===== config.mk =====
export PLATFORM = sky130hd
export DESIGN_NAME = mod_window_router
export DESIGN_NICKNAME = d
export VERILOG_FILES = /design/src/rtl/mwr_pkg.sv /design/src/rtl/mwr_datapath.sv /design/src/rtl/mwr_ctrl.sv /design/src/rtl/mod_window_router.sv
export SDC_FILE = /design/constraint.sdc
export NUM_CORES = 1
export LEC_CHECK = 0
export BUFFER_PORTS_ARGS = -buffer_cell sky130_fd_sc_hd__buf_2
export CAP_MARGIN = 20
export CORE_MARGIN = 2
export CORE_UTILIZATION = 37
export DETAILED_ROUTE_END_ITERATION = 6
export GPL_TIMING_DRIVEN = 0
export HOLD_SLACK_MARGIN = 0.03
export PLACE_DENSITY = 0.88
export SETUP_SLACK_MARGIN = 0.02
export SLEW_MARGIN = 20
export SYNTH_ARGS = -nofsm -noshare
export SYNTH_HDL_FRONTEND = slang
export SYNTH_SLANG_ARGS = --single-unit
export TNS_END_PERCENT = 100

===== constraint.sdc =====
create_clock -name clk -period 3 [get_ports clk]
set_input_delay 0.15 -clock clk [delete_from_list [all_inputs] [get_ports clk]]
set_output_delay 0.15 -clock clk [all_outputs]
set_load 0.05 [all_outputs]

===== src/rtl/mwr_pkg.sv =====
package mwr_pkg;

  // Destination chosen for one bus request, highest priority first.
  typedef enum logic [1:0] {
    TGT_MEM    = 2'd0,
    TGT_PERIPH = 2'd1,
    TGT_CHIP   = 2'd2,
    TGT_EXT    = 2'd3
  } target_e;

  localparam int NUM_TGT = 4;

  // Datapath -> control: what the current address looks like.
  typedef struct packed {
    logic winHit;      // inside an enabled window
    logic spaceMasked; // the request's space is hidden
    logic offsetZero;  // offset selects the configuration register
  } matchInfo_t;

  // Control -> datapath: register strobes.
  typedef struct packed {
    logic ctlLoad;  // load from the dedicated control path
    logic busLoad;  // load from the bus write data
    logic rdEn;     // drive register on the read port
  } regStrobe_t;

endpackage


===== src/rtl/mwr_datapath.sv =====
module mwr_datapath
  import mwr_pkg::*;
#(
  parameter int ADDR_W   = 32,
  parameter int WIN_BITS = 16,
  parameter int REG_OFS  = 0
) (
  input  logic              clk,
  input  logic              rstN,
  input  logic [ADDR_W-1:0] reqAddr,
  input  logic              reqSuper,
  input  logic              reqCode,
  input  logic [ADDR_W-1:0] reqWdata,
  input  logic [ADDR_W-1:0] ctlWrData,
  input  regStrobe_t        stb,
  output matchInfo_t        info,
  output logic [ADDR_W-1:0] regValue,
  output logic [ADDR_W-1:0] rdData
);

  localparam int BASE_W = ADDR_W - WIN_BITS;
  localparam int RSV_W  = WIN_BITS - 5;

  logic [BASE_W-1:0] baseQ;
  logic [3:0]        maskQ;
  logic              validQ;

  logic [ADDR_W-1:0] loadWord;
  logic              loadEn;
  logic              unusedRsvd;

  // Control path wins over the bus when both fire in one cycle.
  assign loadWord = stb.ctlLoad ? ctlWrData : reqWdata;
  assign loadEn   = stb.ctlLoad | stb.busLoad;

  // Base field carries no reset value.
  always_ff @(posedge clk) begin
    if (loadEn) baseQ <= loadWord[ADDR_W-1:WIN_BITS];
  end

  always_ff @(posedge clk or negedge rstN) begin
    if (!rstN) begin
      maskQ  <= '0;
      validQ <= 1'b0;
    end else if (loadEn) begin
      maskQ  <= loadWord[4:1];
      validQ <= loadWord[0];
    end
  end

  assign unusedRsvd = ^{ctlWrData[WIN_BITS-1:5], reqWdata[WIN_BITS-1:5]};

  assign regValue = {baseQ, {RSV_W{1'b0}}, maskQ, validQ};

  always_comb begin
    info.winHit      = validQ && (reqAddr[ADDR_W-1:WIN_BITS] == baseQ);
    // maskQ[3]=sup code, [2]=sup data, [1]=user code, [0]=user data
    info.spaceMasked = maskQ[{reqSuper, reqCode}];
    info.offsetZero  = (reqAddr[WIN_BITS-1:0] == WIN_BITS'(REG_OFS));
  end

  assign rdData = stb.rdEn ? regValue : '0;

endmodule


===== src/rtl/mwr_ctrl.sv =====
module mwr_ctrl
  import mwr_pkg::*;
(
  input  logic               reqValid,
  input  logic               reqSuper,
  input  logic               reqWrite,
  input  logic               memHit,
  input  logic               csHit,
  input  logic               ctlWrEn,
  input  matchInfo_t         info,
  output logic [NUM_TGT-1:0] selVec,
  output regStrobe_t         stb,
  output logic               accessErr,
  output logic               rdValid
);

  target_e tgt;
  logic    periphOk;
  logic    regAccess;

  assign periphOk = info.winHit && !info.spaceMasked;

  // Fixed priority: on-chip memory, window, chip select, external.
  always_comb begin
    if (memHit)        tgt = TGT_MEM;
    else if (periphOk) tgt = TGT_PERIPH;
    else if (csHit)    tgt = TGT_CHIP;
    else               tgt = TGT_EXT;
  end

  for (genvar i = 0; i < NUM_TGT; i++) begin : g_sel
    assign selVec[i] = reqValid && (tgt == target_e'(i));
  end

  assign regAccess = reqValid && (tgt == TGT_PERIPH) && info.offsetZero;

  always_comb begin
    stb.ctlLoad = ctlWrEn;
    stb.busLoad = regAccess && reqSuper && reqWrite && !ctlWrEn;
    stb.rdEn    = regAccess && reqSuper && !reqWrite;
  end

  assign accessErr = regAccess && !reqSuper;
  assign rdValid   = stb.rdEn;

endmodule


===== src/rtl/mod_window_router.sv =====
module mod_window_router
  import mwr_pkg::*;
#(
  parameter int ADDR_W   = 32,
  parameter int WIN_BITS = 16,
  parameter int REG_OFS  = 0
) (
  input  logic              clk,
  input  logic              rstN,
  input  logic              reqValid,
  input  logic [ADDR_W-1:0] reqAddr,
  input  logic              reqSuper,
  input  logic              reqCode,
  input  logic              reqWrite,
  input  logic [ADDR_W-1:0] reqWdata,
  input  logic              memHit,
  input  logic              csHit,
  input  logic              ctlWrEn,
  input  logic [ADDR_W-1:0] ctlWrData,
  output logic              selMem,
  output logic              selPeriph,
  output logic              selChip,
  output logic              selExt,
  output logic [ADDR_W-1:0] regRdData,
  output logic              regRdValid,
  output logic              accessErr
);

  matchInfo_t         info;
  regStrobe_t         stb;
  logic [NUM_TGT-1:0] selVec;
  logic [ADDR_W-1:0]  regValue;

  mwr_datapath #(
    .ADDR_W  (ADDR_W),
    .WIN_BITS(WIN_BITS),
    .REG_OFS (REG_OFS)
  ) dp_i (
    .clk      (clk),
    .rstN     (rstN),
    .reqAddr  (reqAddr),
    .reqSuper (reqSuper),
    .reqCode  (reqCode),
    .reqWdata (reqWdata),
    .ctlWrData(ctlWrData),
    .stb      (stb),
    .info     (info),
    .regValue (regValue),
    .rdData   (regRdData)
  );

  mwr_ctrl ctrl_i (
    .reqValid (reqValid),
    .reqSuper (reqSuper),
    .reqWrite (reqWrite),
    .memHit   (memHit),
    .csHit    (csHit),
    .ctlWrEn  (ctlWrEn),
    .info     (info),
    .selVec   (selVec),
    .stb      (stb),
    .accessErr(accessErr),
    .rdValid  (regRdValid)
  );

  assign selMem    = selVec[TGT_MEM];
  assign selPeriph = selVec[TGT_PERIPH];
  assign selChip   = selVec[TGT_CHIP];
  assign selExt    = selVec[TGT_EXT];

endmodule


==> impl_metrics.yaml, run 1 <==
power:
  combPwrFrac: 0.265
  seq_power_share: 0.486
  clkPwrFrac: 0.249
  p_per_area_nw_per_um2: 328
  p_sw_frac: 0.286
  switching_power_mw: 0.212
  leakage_nw: 1.14
  p_int_mw: 0.528
  irDropWorstVdd_v: 0.000270
die:
  ios: 143
  core_sq_um: 4030
  rows: 23
  fp.dieH_um: 68.8
  die-area_sq_um: 4730
  start_util: 0.385
  die_w_um: 68.8
sta:
  hold_slack_ps: 120
  rsz0062_at_grt: "no"
  fin_skew_ps: 5.94
  setup_tns_ps: 0
  slew_violations: 0
  fmax_mhz: 364
  tightest_slew_ps: 632
  hold_viol_final: 0
  fin_crit_sh: 0.915
  fin_ws_ps: 255
  max_slew_margin: 0.578
  min_period_ps: 2740
  setup_viol: 0
worst_setup_path:
  cp_num_buf_inv: 3
  ff2ff_path_depth: 5
  critPathMaxStageDelay_ps: 450
  cp-end-kind: "output pin"
  cp_max_fo: 10
  r2r_setup_slack_ps: 320
  critical_path_class: "reg2out"
  cp_top_family: "simple AND/OR/NAND/NOR gates"
  critPathSlowestCell: "nor4_1"
  cp.arrival_ps: 2590
  crit_path_start_kind: "register"
  path_cells: "xor2_1 -> nor4_1 -> and4_1 -> buf_2 -> and4_1 -> buf_4 -> and2_1 -> buf_2"
  cp.required_ps: 2850
  r2r_end: "dp_i.baseQ[13]"
  rr_startpoint: "dp_i.maskQ[3]"
clocking:
  cts_buffer_depth: 2
  htree_levels: 1
  clkTransAtPathRegs_ps: 80
  clk_latency_ps: 260
  cts_made_buffers: 3
  cts_tree: "built"
  post_cts_buffers: 0
  cts.sinks: 21
  root_buffer: "clkbuf_8"
final_layout:
  diodes: 0
  finish.utilization: 0.560
  finalInstanceArea_sq_um: 2250
  nets: 378
  drive_gt1_frac: 0.548
  area_growth_pct: 45.3
  nFillCells: 379
global_routing:
  grt_use_total: 0.187
  overflow: 0
  grt_max_degree: 17
  antenna_found_initial: 0
  grt_pass1_vias: 1440
  grt_pass1_wl_um: 6310
yosys:
  synth_area_sq_um: 1550
  ys_warn_count: 0
  synth_area_per_cell_sq_um: 10.4
  ys_seq_area_frac: 0.390
  ys_ff_latch: 21
  syn_inst: 149
  synth_cell_types: 30
hold_path:
  hold-path-cell-count: 3
  worstHoldStart: "ctlWrData[4]"
  hp-class: "in2reg"
  holdPathEnd: "dp_i.maskQ[3]"
detailed_routing:
  drtPass1Iterations: 4
  ant_nets: 0
  num_vias: 1509
  drt-total-wl_um: 4310
  via_per_inst: 4.69
  drt_iter0_markers: 38
  drcViolationCount: 0
  avgRoutedWirePerCell_um: 13.4
place:
  io_buffers: 108
  place_congestion: 0.837
  hpwl_um: 3550
  pre_cts_ws_ps: 118
  placed_area_sq_um: 2190
outcome:
  outcome: "completed"
flow_run:
  maxCapViolCount: 0
[state kept, by name, summed over array words and instances (netlist names)]
name and cells:
dp_i.baseQ 16, dp_i.maskQ 4, dp_i.validQ 1
[kinds of logic (layout without fill, tap and decap cells)]
logic type                Yosys count  in the layout  synth area share
muxes                              17             17             0.131
xor gates and xnor gates           16             16            0.0903
and+or+nand+nor                    60             60             0.249
AOI/OAI and AO/OA                  11             11            0.0492
other                               1             11           0.00242
DFF                                21             21             0.390
buffers and inverters              23            136            0.0879
[routing by layer]
metal | GRT usage | part of all wire | up-vias
met3 | 0.0308 | 0.047 | 2
li1 | - | - | 761
met2 | 0.373 | 0.56 | 46
met1 | 0.199 | 0.39 | 700
met4 | 0.0515 | 0.0079 | 0
met5 | 0 | 0 | -
[worst max path at each step]
| stage | to | cells after the start | from |
|---|---|---|---|
| 2_1_floorplan | accessErr | 6 | dp_i.baseQ[13] |
| 3_3_place_gp | dp_i.baseQ[13] | 5 | dp_i.maskQ[3] |
| 3_5_place_dp | dp_i.baseQ[1] | 5 | dp_i.maskQ[3] |
| 4_1_cts | regRdData[21] | 8 | dp_i.baseQ[13] |
| 5_1_grt | regRdData[20] | 8 | dp_i.baseQ[9] |
| 6_report | regRdData[2] | 8 | dp_i.baseQ[9] |
[cell usage in the layout, fill, tap and decap left out, types with 2 or more instances in the layout]
cell type / netlist / final
and4_1: 3 / 3
nand2_1: 9 / 9
buf_2: 1 / 109
buf_1: 2 / 2
or2_2: 1 / 2
nor4_4: 2 / 2
buf_4: 13 / 13
mux2_2: 16 / 16
o21ai_0: 5 / 5
dfrtp_1: 5 / 5
edfxtp_1: 16 / 16
xor2_1: 15 / 15
inv_1: 6 / 6
clkbuf_8: 0 / 3
nor2_1: 2 / 2
conb_1: 1 / 11
nor4_1: 12 / 11
a32oi_1: 5 / 5
nor2b_1: 2 / 2
and2_1: 22 / 22
[area by class of cell]
class                           count  area [sq um]  share of cell area
Multi-Input combinational cell    115           853               0.378
Sequential cell                    21           606               0.269
Timing Repair Buffer              109           551               0.244
Buffer                             17           114              0.0505
Tap cell                           50          62.6              0.0277
Clock buffer                        3          41.3              0.0183
Inverter                            6          22.5             0.00999
Clock inverter                      1          5.00             0.00222
[synthesized netlist by cell type]
library cell / n / share of area
and2_1: 22 / 0.089
edfxtp_1: 16 / 0.31
mux2_2: 16 / 0.12
xor2_1: 15 / 0.085
buf_4: 13 / 0.063
nor4_1: 12 / 0.048
nand2_1: 9 / 0.022
inv_1: 6 / 0.015
a32oi_1: 5 / 0.028
dfrtp_1: 5 / 0.081
o21ai_0: 5 / 0.016
and4_1: 3 / 0.017
buf_1: 2 / 0.0048
nor2_1: 2 / 0.0048
nor2b_1: 2 / 0.0081
nor4_4: 2 / 0.027
a211oi_1: 1 / 0.0048
and3_1: 1 / 0.0040
buf_2: 1 / 0.0032
clkbuf_1: 1 / 0.0024
conb_1: 1 / 0.0024
mux4_2: 1 / 0.015
nand2b_1: 1 / 0.0040
nand3_1: 1 / 0.0032
nand3_2: 1 / 0.0065
nand4_1: 1 / 0.0040
nor3_1: 1 / 0.0032
or2_1: 1 / 0.0040
or2_2: 1 / 0.0040
xnor2_1: 1 / 0.0056
[power groups by stage]
stage          combinational [mW]  sequential, mW  clock, mW
6_report                    0.196           0.360      0.184
5_1_grt                     0.217           0.364      0.206
4_1_cts                     0.195           0.360      0.191
3_5_place_dp                0.194           0.367          0
3_3_place_gp                0.188           0.365          0
2_1_floorplan               0.120           0.362          0
[what timing repair did]
action                                 in CTS  in global routing
endpoints found under the hold margin       5                  0
setup endpoints to repair                   0                 35
hold buffers                                1                  0
resized for setup                           0                  2
[per-stage QoR]
| step | instances | total power [mW] |
|---|---|---|
| final | 322 | 0.741 |
| after global routing | 322 | 0.786 |
| after CTS | 322 | 0.747 |
| after detailed placement | 317 | 0.561 |
| after global placement | 317 | 0.553 |
| after floorplan | 159 | 0.482 |
[tightest hold or removal path: cells and delay by family]
kind	cells	cell delay (ps)
buffers and inverters	1	80
AO/OA/AOI/OAI	2	110
Note: power is estimated with default switching activity, not from simulation.
==> run 2: changes to the inputs <==
--- a/config.mk
+++ b/config.mk
@@ -12,7 +12,7 @@
 export DETAILED_ROUTE_END_ITERATION = 6
 export GPL_TIMING_DRIVEN = 0
 export HOLD_SLACK_MARGIN = 0.03
-export PLACE_DENSITY = 0.88
+export PLACE_DENSITY = 0.87
 export SETUP_SLACK_MARGIN = 0.02
 export SLEW_MARGIN = 20
 export SYNTH_ARGS = -nofsm -noshare
==> impl_metrics.yaml, run 2 (synthesis results as in run 1) <==
outcome:
  outcome: "completed"
die:
  start_util: 0.385
  die_w_um: 68.8
  core_sq_um: 4030
  rows: 23
  fp.dieH_um: 68.8
  die-area_sq_um: 4730
  ios: 143
final_layout:
  final_cells: 322
  mostFrequentLayoutCell: "buf_2"
  nFillCells: 379
  drive_gt1_frac: 0.548
  nets: 378
  regMostFlops: "dp_i.baseQ"
  diodes: 0
  finish.utilization: 0.560
  layout_common_cells: "buf_2 (109), and2_1 (22), mux2_2 (16), edfxtp_1 (16), xor2_1 (15)"
  finalInstanceArea_sq_um: 2250
  reg_top3: "dp_i.baseQ x16, dp_i.maskQ x4, dp_i.validQ x1"
  area_growth_pct: 45.3
  largest_reg_flops: 16
sta:
  hold_viol_final: 0
  setup_tns_ps: 0
  fin_crit_sh: 0.907
  fin_skew_ps: 9.94
  hold_slack_ps: 118
  fmax_mhz: 368
  setup_viol: 0
  fin_ws_ps: 280
  rsz0062_at_grt: "no"
  tightest_slew_ps: 642
  slew_violations: 0
  max_slew_margin: 0.572
  min_period_ps: 2720
power:
  irDropWorstVdd_v: 0.000279
  total_power_mw: 0.739
  switching_power_mw: 0.211
  p_sw_frac: 0.285
  leakage_nw: 1.14
  combPwrFrac: 0.263
  p_per_area_nw_per_um2: 328
  seq_power_share: 0.487
  p_int_mw: 0.528
  clkPwrFrac: 0.251
clocking:
  cts.sinks: 21
  root_buffer: "clkbuf_8"
  clkTransAtPathRegs_ps: 80
  cts_buffer_depth: 2
  cts_tree: "built"
  cts_made_buffers: 3
  htree_levels: 1
  clk_latency_ps: 260
  post_cts_buffers: 0
worst_setup_path:
  crit_path_start_kind: "register"
  cp.required_ps: 2850
  cp_num_buf_inv: 3
  ff2ff_path_depth: 5
  cp_max_fo: 10
  rr_startpoint: "dp_i.maskQ[0]"
  r2r_setup_slack_ps: 320
  path_cells: "xor2_1 -> nor4_1 -> and4_1 -> buf_2 -> and4_1 -> buf_4 -> and2_1 -> buf_2"
  cp.depth: 8
  cp_top_family: "simple AND/OR/NAND/NOR gates"
  cp-end-kind: "output pin"
  worstSetupStartpoint: "dp_i.baseQ[9]"
  cp.arrival_ps: 2570
  cp-endpoint: "regRdData[3]"
  critPathMaxStageDelay_ps: 430
  critical_path_class: "reg2out"
  critPathSlowestCell: "nor4_1"
  r2r_end: "dp_i.baseQ[15]"
detailed_routing:
  via_per_inst: 4.67
  num_vias: 1504
  drt-total-wl_um: 4230
  drcViolationCount: 0
  ant_nets: 0
  drt_iter0_markers: 25
  avgRoutedWirePerCell_um: 13.1
  drtPass1Iterations: 4
global_routing:
  grt_pass1_vias: 1428
  grt_max_degree: 17
  grt_pass1_wl_um: 6190
  antenna_found_initial: 0
  grt_use_total: 0.180
  overflow: 0
place:
  hpwl_um: 3470
  io_buffers: 108
  placed_area_sq_um: 2190
  place_congestion: 0.810
  dp.cells: 317
  pre_cts_ws_ps: 75.0
hold_path:
  hp-class: "in2reg"
  hold-path-cell-count: 3
flow_run:
  maxCapViolCount: 0
-- run 2: cell counts in the layout (fill, tap and decap cells not counted) --
Identical to the previous run, type by type.
-- run 2: cell type report --
class,count,area (sq um),share of cell area
buffer,17,114,0.0505
sequential,21,606,0.269
clock inverter,1,5.00,0.00222
clock buffer,3,41.3,0.0183
timing repair buffer,109,551,0.244
multi-input combinational,115,853,0.378
tap,50,62.6,0.0277
inverter,6,22.5,0.00999
-- run 2: worst register-to-register path, delay by kind of cell (launching register included) --
family | cells | cell delay (ps)
flops | 1 | 410
mux | 1 | 520
simple gates | 4 | 1410
-- run 2: what timing repair did --
action,in CTS,in global routing
endpoints found under the hold margin,5,0
resized for setup,0,2
endpoints found under the setup margin,0,35
hold buffers,1,0
-- run 2: worst min path at each step --
stage / to / slack [ps] / from
after floorplan: dp_i.maskQ[0] / -150 / rstN
after global placement: dp_i.maskQ[1] / -40 / rstN
after detailed placement: dp_i.validQ / -40 / rstN
after CTS: dp_i.maskQ[3] / 120 / ctlWrData[4]
after global routing: dp_i.maskQ[1] / 130 / ctlWrData[2]
final: dp_i.maskQ[3] / 120 / ctlWrData[4]
-- run 2: per-layer routing --
metal	vias to the layer above	wire [um]	global-route usage
met5	-	0	0
met4	0	77	0.0686
met3	6	213	0.0227
met2	56	2290	0.343
met1	681	1650	0.202
li1	761	-	-
-- run 2: power groups by stage --
stage / Combinational, mW / Clock (mW) / Sequential (mW)
3_3_place_gp: 0.188 / 0 / 0.365
5_1_grt: 0.214 / 0.204 / 0.363
6_report: 0.194 / 0.185 / 0.360
2_1_floorplan: 0.120 / 0 / 0.362
4_1_cts: 0.194 / 0.191 / 0.360
3_5_place_dp: 0.193 / 0 / 0.366
